==> config.mk <==
export PLATFORM = sky130hd
export DESIGN_NAME = ovb_top
export DESIGN_NICKNAME = d
export VERILOG_FILES = /design/src/rtl/ovb_pkg.sv /design/src/rtl/ovb_cfg_regs.sv /design/src/rtl/ovb_pipe_ctrl.sv /design/src/rtl/ovb_lane.sv /design/src/rtl/ovb_top.sv
export SDC_FILE = /design/constraint.sdc
export NUM_CORES = 1
export LEC_CHECK = 0
export BUFFER_PORTS_ARGS = -buffer_cell sky130_fd_sc_hd__buf_2
export CAP_MARGIN = 20
export CORE_MARGIN = 1.5
export CORE_UTILIZATION = 55
export DETAILED_ROUTE_END_ITERATION = 7
export GPL_TIMING_DRIVEN = 1
export PLACE_DENSITY = 0.73
export SKIP_LAST_GASP = 1
export SYNTH_ARGS = -nofsm -noshare
export SYNTH_HDL_FRONTEND = slang
export SYNTH_SLANG_ARGS = --single-unit
==> constraint.sdc <==
create_clock -name clk -period 29 [get_ports clk]
set_clock_uncertainty 0.2 [all_clocks]
set_input_delay 4.35 -clock clk [delete_from_list [all_inputs] [get_ports clk]]
set_output_delay 4.35 -clock clk [all_outputs]
set_load 0.005 [all_outputs]
==> src/rtl/ovb_pkg.sv <==
`timescale 1ns/1ps
package ovb_pkg;

    typedef enum logic {
        SLOT_EMPTY = 1'b0,
        SLOT_FULL  = 1'b1
    } slot_e;

    localparam int CFG_AW = 2;

    localparam logic [CFG_AW-1:0] CFG_CTRL    = 2'd0;
    localparam logic [CFG_AW-1:0] CFG_WEIGHT0 = 2'd1;
    localparam logic [CFG_AW-1:0] CFG_WEIGHT1 = 2'd2;

    localparam int LANES   = 4;
    localparam int LANE_U0 = 0;
    localparam int LANE_Y0 = 1;
    localparam int LANE_V0 = 2;
    localparam int LANE_Y1 = 3;

endpackage

==> src/rtl/ovb_cfg_regs.sv <==
`timescale 1ns/1ps
module ovb_cfg_regs
    import ovb_pkg::*;
#(
    parameter int ALPHA_W = 8
) (
    input  logic               clk,
    input  logic               rst_n,
    input  logic               cfg_wr,
    input  logic [CFG_AW-1:0]  cfg_addr,
    input  logic [ALPHA_W-1:0] cfg_wdata,
    output logic               ovl_en,
    output logic [ALPHA_W-1:0] weight0,
    output logic [ALPHA_W-1:0] weight1
);

    always_ff @(posedge clk) begin
        if (!rst_n) begin
            ovl_en  <= 1'b0;
            weight0 <= '0;
            weight1 <= '0;
        end else if (cfg_wr) begin
            unique case (cfg_addr)
                CFG_CTRL:    ovl_en  <= cfg_wdata[0];
                CFG_WEIGHT0: weight0 <= cfg_wdata;
                CFG_WEIGHT1: weight1 <= cfg_wdata;
                default:     ;
            endcase
        end
    end

    AST_CFG_LOAD: assert property (@(posedge clk) disable iff (!rst_n)
        (cfg_wr && cfg_addr == CFG_WEIGHT1) |=> weight1 == $past(cfg_wdata));

    AST_CFG_SPARE: assert property (@(posedge clk) disable iff (!rst_n)
        (cfg_wr && cfg_addr == 2'd3) |=> ($stable(weight0) && $stable(weight1) && $stable(ovl_en)));

endmodule

==> src/rtl/ovb_pipe_ctrl.sv <==
`timescale 1ns/1ps
module ovb_pipe_ctrl
    import ovb_pkg::*;
(
    input  logic clk,
    input  logic rst_n,
    input  logic in_valid,
    input  logic out_ready,
    output logic in_ready,
    output logic adv1,
    output logic adv2,
    output logic out_valid
);

    slot_e st1, st1_nx;
    slot_e st2, st2_nx;

    always_ff @(posedge clk) begin
        if (!rst_n) begin
            st1 <= SLOT_EMPTY;
            st2 <= SLOT_EMPTY;
        end else begin
            st1 <= st1_nx;
            st2 <= st2_nx;
        end
    end

    always_comb begin
        adv2   = 1'b0;
        adv1   = 1'b0;
        st1_nx = st1;
        st2_nx = st2;
        unique case (st2)
            SLOT_EMPTY: adv2 = 1'b1;
            SLOT_FULL:  adv2 = out_ready;
        endcase
        unique case (st1)
            SLOT_EMPTY: adv1 = 1'b1;
            SLOT_FULL:  adv1 = adv2;
        endcase
        if (adv2) st2_nx = st1;
        if (adv1) st1_nx = in_valid ? SLOT_FULL : SLOT_EMPTY;
    end

    assign in_ready  = adv1;
    assign out_valid = (st2 == SLOT_FULL);

    AST_HOLD_VALID: assert property (@(posedge clk) disable iff (!rst_n)
        (out_valid && !out_ready) |=> out_valid);

    AST_FILL_SLOT: assert property (@(posedge clk) disable iff (!rst_n)
        (in_valid && in_ready) |=> (st1 == SLOT_FULL));

endmodule

==> src/rtl/ovb_lane.sv <==
`timescale 1ns/1ps
module ovb_lane #(
    parameter int PIX_W     = 8,
    parameter int ALPHA_W   = 8,
    parameter bit IS_CHROMA = 1'b0
) (
    input  logic               clk,
    input  logic               rst_n,
    input  logic               adv1,
    input  logic               adv2,
    input  logic [PIX_W-1:0]   main_b,
    input  logic [PIX_W-1:0]   ovl_b,
    input  logic [ALPHA_W-1:0] alpha,
    output logic [PIX_W-1:0]   res
);

    localparam int SUM_W = PIX_W + ALPHA_W + 1;
    localparam int SCALE = 1 << ALPHA_W;
    localparam int HALF  = 1 << (ALPHA_W - 1);
    localparam logic [PIX_W-1:0] OV_MASK = IS_CHROMA ? ~PIX_W'(1) : '1;

    logic [PIX_W-1:0] ov_eff;
    logic [SUM_W-1:0] a_x, ai_x, ov_x, mn_x, sum_nx;
    logic [SUM_W-1:0] s1_sum;

    assign ov_eff = ovl_b & OV_MASK;

    always_comb begin
        a_x    = SUM_W'(alpha);
        ai_x   = SUM_W'(SCALE) - a_x;
        ov_x   = SUM_W'(ov_eff);
        mn_x   = SUM_W'(main_b);
        sum_nx = a_x * ov_x + ai_x * mn_x + SUM_W'(HALF);
    end

    always_ff @(posedge clk) begin
        if (!rst_n) begin
            s1_sum <= '0;
        end else if (adv1) begin
            s1_sum <= sum_nx;
        end
    end

    always_ff @(posedge clk) begin
        if (!rst_n) begin
            res <= '0;
        end else if (adv2) begin
            res <= s1_sum[SUM_W-1] ? '1 : s1_sum[ALPHA_W +: PIX_W];
        end
    end

    AST_ZERO_WEIGHT: assert property (@(posedge clk) disable iff (!rst_n)
        (adv1 && alpha == '0) |=> (s1_sum[ALPHA_W +: PIX_W] == $past(main_b) && !s1_sum[SUM_W-1]));

endmodule

==> src/rtl/ovb_top.sv <==
`timescale 1ns/1ps
module ovb_top
    import ovb_pkg::*;
#(
    parameter int PIX_W   = 8,
    parameter int ALPHA_W = 8
) (
    input  logic                   clk,
    input  logic                   rst_n,
    input  logic                   cfg_wr,
    input  logic [CFG_AW-1:0]      cfg_addr,
    input  logic [ALPHA_W-1:0]     cfg_wdata,
    input  logic                   in_valid,
    output logic                   in_ready,
    input  logic [LANES*PIX_W-1:0] in_main,
    input  logic [LANES*PIX_W-1:0] in_ovl,
    output logic                   out_valid,
    input  logic                   out_ready,
    output logic [LANES*PIX_W-1:0] out_word
);

    localparam int SEL0_BIT = LANE_U0 * PIX_W;
    localparam int SEL1_BIT = LANE_V0 * PIX_W;

    logic               ovl_en;
    logic [ALPHA_W-1:0] weight0, weight1;
    logic [ALPHA_W-1:0] a_pix0, a_pix1;
    logic               adv1, adv2;

    ovb_cfg_regs #(.ALPHA_W(ALPHA_W)) u_cfg (
        .clk       (clk),
        .rst_n     (rst_n),
        .cfg_wr    (cfg_wr),
        .cfg_addr  (cfg_addr),
        .cfg_wdata (cfg_wdata),
        .ovl_en    (ovl_en),
        .weight0   (weight0),
        .weight1   (weight1)
    );

    ovb_pipe_ctrl u_ctrl (
        .clk       (clk),
        .rst_n     (rst_n),
        .in_valid  (in_valid),
        .out_ready (out_ready),
        .in_ready  (in_ready),
        .adv1      (adv1),
        .adv2      (adv2),
        .out_valid (out_valid)
    );

    always_comb begin
        a_pix0 = '0;
        a_pix1 = '0;
        if (ovl_en) begin
            a_pix0 = in_ovl[SEL0_BIT] ? weight1 : weight0;
            a_pix1 = in_ovl[SEL1_BIT] ? weight1 : weight0;
        end
    end

    for (genvar i = 0; i < LANES; i++) begin : g_lane
        localparam bit CHROMA = (i == LANE_U0) || (i == LANE_V0);
        ovb_lane #(
            .PIX_W     (PIX_W),
            .ALPHA_W   (ALPHA_W),
            .IS_CHROMA (CHROMA)
        ) u_lane (
            .clk    (clk),
            .rst_n  (rst_n),
            .adv1   (adv1),
            .adv2   (adv2),
            .main_b (in_main[i*PIX_W +: PIX_W]),
            .ovl_b  (in_ovl[i*PIX_W +: PIX_W]),
            .alpha  ((i == LANE_Y1) ? a_pix1 : a_pix0),
            .res    (out_word[i*PIX_W +: PIX_W])
        );
    end

    AST_HOLD_WORD: assert property (@(posedge clk) disable iff (!rst_n)
        (out_valid && !out_ready) |=> (out_valid && $stable(out_word)));

    AST_READY_ROOM: assert property (@(posedge clk) disable iff (!rst_n)
        !out_valid |-> in_ready);

endmodule

Word level (Yosys, flattened, before mapping)
Cells that the tools add are included.
- register bits after elaboration: 119
- bits in latches: 0
- RAM bits: 0
- bits in read-only memories: 0
- input port bits: 79
- output and inout port bits: 34
- logic and storage cells: 50
- memories kept: 0
- add/sub/neg operators: 10
- multiply operators: 8
- div/mod/pow operators: 0
- order comparisons: 0
- equal/unequal tests: 2
- shifts and indexed selects: 0
- multiplexer cells: 11
- bitwise logic cells: 2
- reduce and logical (&&, ||, !) cells: 4
- operators by type and width (operator ; count):
    adder 16 x 17 -> 17 bit ; 4
    adder 17 x 8 -> 17 bit, second input constant ; 4
    multiplier 17 x 8 -> 17 bit ; 4
    2-to-1 mux 8 bit ; 8
    multiplier 8 x 8 -> 16 bit ; 2
    multiplier 8 x 7 -> 15 bit ; 2
    subtractor 9 x 8 -> 10 bit, first input constant ; 2
    AND reduction 2 bit ; 3
    case mux 1 bit (2 select lines) ; 2
    == test 2 x 1 -> 1 bit, second input constant ; 1
    == test 2 bit, second input constant ; 1
    logical NOT 2 bit ; 1
    NOT 1 bit ; 2
    2-to-1 mux 1 bit ; 1

Longest topological paths before layout
- depth in word-level cells: 6
- depth in mapped cells: 35
- mapped depth without buffers: 32

Cells and area by module
Synthesis repeated with hierarchy kept, for this count alone.
- cell total of the unflattened synthesis: 2509
- area, all modules: 22432.8 um^2
- by module, submodules not included (module ; instances ; cells each ; area an instance (um^2) ; seq. area each (um^2)):
    ovb_lane (g_lane[2].u_lane) ; 1 ; 611 ; 5386.4 ; 340.3
    ovb_lane (g_lane[1].u_lane) ; 1 ; 595 ; 5365.1 ; 340.3
    ovb_lane (g_lane[0].u_lane) ; 1 ; 617 ; 5353.9 ; 340.3
    ovb_lane (g_lane[3].u_lane) ; 1 ; 574 ; 5280.1 ; 340.3
    ovb_cfg_regs ; 1 ; 67 ; 666.9 ; 340.3
    ovb_top ; 1 ; 35 ; 287.8 ; 0.0
    ovb_pipe_ctrl ; 1 ; 10 ; 92.6 ; 40.0

Worst setup path before layout
No wires, ideal clock.
- kind: input-to-reg
- start point: input port in_ovl[0]
- end point: register g_lane[0].u_lane.s1_sum[16]
- setup time: 62 ps
- data arrival time: 12024 ps
- required time: 28738 ps
- path slack: 16714 ps
- cell stages on the path: 32
- buffers on the path: 3
- path through: buf_6 mux2i_1 and2b_2 clkbuf_1 clkbuf_1 nand2_1 fa_1 fa_1 inv_1 fa_1 inv_1 fa_1 inv_1 ha_1 or3_1 a41oi_1 xnor2_1 fa_1 inv_1 fa_1 inv_1 fa_1 ha_1 ha_1 a21o_1 a211oi_1 o21ai_1 a31oi_1 o21bai_1 a21o_1 or3_1 nand3_1
- longest elaborated chain between the ends: 6
- elaborated cells between the ends (all ways): 7
- those cells by class: add/sub: 3; mul: 2; mux: 2
- RTL lines (element ; line ; RTL):
    start: declaration ; ovb_top.sv:16 ; input logic [LANES*PIX_W-1:0] in_ovl,
    2-to-1 mux 8 bit * ; ovb_top.sv:56 ; a_pix0 = in_ovl[SEL0_BIT] ? weight1 : weight0;
    2-to-1 mux 8 bit * ; ovb_top.sv:55 ; if (ovl_en) begin
    subtractor 9 x 8 -> 10 bit ; ovb_lane.sv:30 ; ai_x = SUM_W'(SCALE) - a_x;
    multiplier 17 x 8 -> 17 bit ; ovb_lane.sv:33 ; sum_nx = a_x * ov_x + ai_x * mn_x + SUM_W'(HALF);
    adder 16 x 17 -> 17 bit * ; ovb_lane.sv:33 ;
    adder 17 x 8 -> 17 bit * ; ovb_lane.sv:33 ;
    end signal: assignment ; ovb_lane.sv:40 ; s1_sum <= sum_nx;
    end: declaration ; ovb_lane.sv:24 ; logic [SUM_W-1:0] s1_sum;
Every way passes the cells marked *; elsewhere a longest branch is shown, timed or not.
A chain may end at the register's enable or synchronous reset.

Worst setup path after layout
- start point: input port in_ovl[0]
- end point: register g_lane[2].u_lane.s1_sum[15]
- longest elaborated chain between the ends: 6
- elaborated cells between the ends (all ways): 7
- those cells by class: add/sub: 3; mul: 2; mux: 2
- RTL lines (element ; line):
    2-to-1 mux 8 bit * ; ovb_top.sv:56
    2-to-1 mux 8 bit * ; ovb_top.sv:55
    subtractor 9 x 8 -> 10 bit ; ovb_lane.sv:30
    multiplier 17 x 8 -> 17 bit ; ovb_lane.sv:33
    adder 16 x 17 -> 17 bit * ; ovb_lane.sv:33
    adder 17 x 8 -> 17 bit * ; ovb_lane.sv:33
    end signal: assignment ; ovb_lane.sv:40
    end: declaration ; ovb_lane.sv:24
Marks and branches as above.

==> impl_results.md <==
- Crit-path max cell delay: 0.55 ns
- Crit path from: in_ovl[0]
- RSZ-0062 raised after global routing: false
- Synthesized instance count: about 2300
- Syn avg cell area: about 9.0 µm²
- Post-layout min period: about 12 ns
- FP Rows: between 70 and 80
- GR Overflow Total: 0
- Fin area: between 0.02 and 0.025 mm²
- Cts bufs inserted: 9
- Final wirelength: just under 50000 µm
- Hold-fix buffers, CTS: 0
- FILL cells: around 3300
- Most common cell in the netlist: inv_1
- Total power: ~0.4 mW
- WL met2: around 26000 µm
- Synth area leader: fa_1
- Syn_nets: around 3100
- Hold path depth: 2
- Worst r2r dst: g_lane[2].u_lane.s1_sum[15]
- Nets: slightly above 3000
- Synth Cell Area: about 0.021 mm²
- Initial DRC Count: about 600
- Core area: 0.0376 mm²
- Critical Path Slowest Stage Cell: fa_1
- Worst-path clk slew: about 0.07 ns
- Worst min-delay path class: reg -> reg
- Final count of negative-setup-slack endpoints: 0
- Synthesized flop and latch total: between 80 and 90
- Io pins: roughly 110
- Crit-path max FO: between 40 and 50
- Worst setup EP type: flip-flop
- First-pass GRT wire length: between 80000 and 90000 µm
- Clock Sink Count: 87
- Die extent in y: about 200 µm
- Share of the synthesized area in the top cell type: a little over a third
- Status: finished clean
- Reg2Reg Depth: 27
- EDFF count, synth: 0
- Worst skew pair latency: about 0.35 ns
- Routed Antenna Nets: 0
- Post-place setup slack: 16.14 ns
- Distinct cells, synth: 54
- Vias in the first global route: between 15000 and 20000
- CP Data Required Time: ~29 ns
- Most frequent CP cell: fa_1
- Die Wd: between 150 and 200 µm
- CTS resizes: 0
- Setup_tns: 0 ns
- Routability congestion estimate: 0.894
- Yosys warns: 0
- # diodes: 0
- Share of cells above drive strength 1: 7.04%
- VDD IR-drop max: approximately 26 µV
- Hpwl dp: a little over 40000 µm
- TritonCTS clock tree: done
- Synth area leaders: fa_1 35%, ha_1 17%, and2_1 11%
- Power per cell area: around 18 mW/mm²
- Sequential cell area fraction in the yosys report: between 8 and 9%
- H-tree levels: 3
- Drt wl/cell: between 15 and 20 µm
- WS Path Type: in -> reg
- Area after DPL: around 0.022 mm²
- Routed vias/inst: around 5.3
- Worst-margin pin slew: roughly 0.9 ns
- Fin worst setup slack: 16.52 ns
- Slew HR: between 30 and 40%
- Highest routed layer: met5
- Initial DRT Pass Iterations: 5
- M1 WL: 19100 µm
- DRC viols: 0
- Leakage: ~12 nW
- Clock Root Buffer: clkbuf_16
- Asr flop ratio synth: 0%
- Vias: 15400
- FMAX: 80.1 MHz
- Final Hold Vio Count: 0
- Postcts setup bufs: 0
- Fin. max-slew vios: 0
- Clock buffer depth: 2
- Initial antenna violation count: 4
- Worst Setup EP: g_lane[2].u_lane.s1_sum[15]
- Critical Path AT: 12.54 ns
- R2R Setup Slk: 20.31 ns
- Gr usage total: between 20% and 30%
- Nature of the critical path startpoint: input pin
- Initial Utilization: between 50% and 60%
- Hold slack: ~0.26 ns
- Pin count of the biggest net entering global routing: 81
- Period utilisation layout: 43.0%
- R2R Path Start: u_cfg.ovl_en
- Top FF cell, synth: dfxtp_1
- Port Buffers: between 100 and 150
- Post-synth top cells: 428 x inv_1, 370 x fa_1, 357 x and2_1
- Die ar.: about 0.039 mm²
- Max-cap viol count: 0
- P&R area growth vs syn: 6.48%
- Met3 wire len: 1540 µm
-- power breakdown --
group          internal [mW]  switching [mW]
combinational         0.0555          0.0761
sequential             0.131         0.00708
clock                 0.0704          0.0543
-- worst min-delay path by stage --
stage                           startpoint                           to
2_1_floorplan  g_lane[1].u_lane.s1_sum[13]  g_lane[1].u_lane.s1_sum[13]
3_3_place_gp   g_lane[0].u_lane.s1_sum[11]  g_lane[0].u_lane.s1_sum[11]
3_5_place_dp   g_lane[0].u_lane.s1_sum[14]  g_lane[0].u_lane.s1_sum[14]
4_1_cts        g_lane[0].u_lane.s1_sum[14]  g_lane[0].u_lane.s1_sum[14]
5_1_grt        g_lane[1].u_lane.s1_sum[15]  g_lane[1].u_lane.s1_sum[15]
6_report       g_lane[0].u_lane.s1_sum[14]  g_lane[0].u_lane.s1_sum[14]
-- cells by family after synthesis --
family | after synthesis | synth area share, %
simple gates | 824 | 21.2
fa+ha+maj | 654 | 52.3
buf+inv | 519 | 9.42
compound gates | 135 | 4.21
flops | 87 | 8.30
xor+xnor | 71 | 2.96
mux | 34 | 1.63
-- layout make-up --
cell class | instances | area [µm²] | area share [%]
sequential | 87 | 1740 | 7.80
multi-input combinational | 1718 | 17300 | 77.3
timing repair buffer | 138 | 763 | 3.42
clock inverter | 6 | 73.8 | 0.331
inverter | 429 | 1610 | 7.21
tap | 511 | 639 | 2.86
clock buffer | 10 | 239 | 1.07
-- metal layers --
metal | vias to the layer above | global-route usage (%)
met3 | 105 | 2.71
li1 | 7255 | -
met5 | - | 0
met4 | 8 | 10.5
met1 | 7782 | 30.6
met2 | 292 | 51.6
-- cell usage in the layout, fill, tap and decap left out, types with 7 or more instances in the layout --
cell type and n:
and2_1 357, xor2_1 23, nand3_1 11, xnor2_1 47, clkbuf_16 9, nor3_1 57, nand2_1 217, or3_1 7
buf_2 112, inv_1 428, fa_1 370, ha_1 284, nor2b_1 37, a21o_1 11, mux2i_1 33, a21oi_1 35
o21a_1 8, dfxtp_1 87, buf_4 25, nor2_1 65, o21ai_0 44, nor3b_1 35, and3_1 10
-- registers in the layout (all words and copies together) (netlist names) --
signal                cells
g_lane.u_lane.res        32
u_cfg.weight1             8
u_ctrl.st1                1
u_ctrl.out_valid          1
u_cfg.ovl_en              1
g_lane.u_lane.s1_sum     36
u_cfg.weight0             8
-- per-stage QoR --
step / util, % / std cells
after floorplan: - / 2324
after global placement: 58.6 / 2882
after detailed placement: 58.6 / 2883
after CTS: 59.4 / 2899
after global routing: 59.4 / 2899
final: 59.4 / 2899
-- worst max-delay path: cells and delay by family --
kind,cells,cell delay [ns]
buffers and inverters,6,0.71
AND/OR/NAND/NOR,2,0.41
AO/OA/AOI/OAI,8,1.75
adder cells (fa/ha/maj),11,4.72
multiplexers,1,0.34
XOR/XNOR,1,0.22
Power figures use the tool's default switching activity.
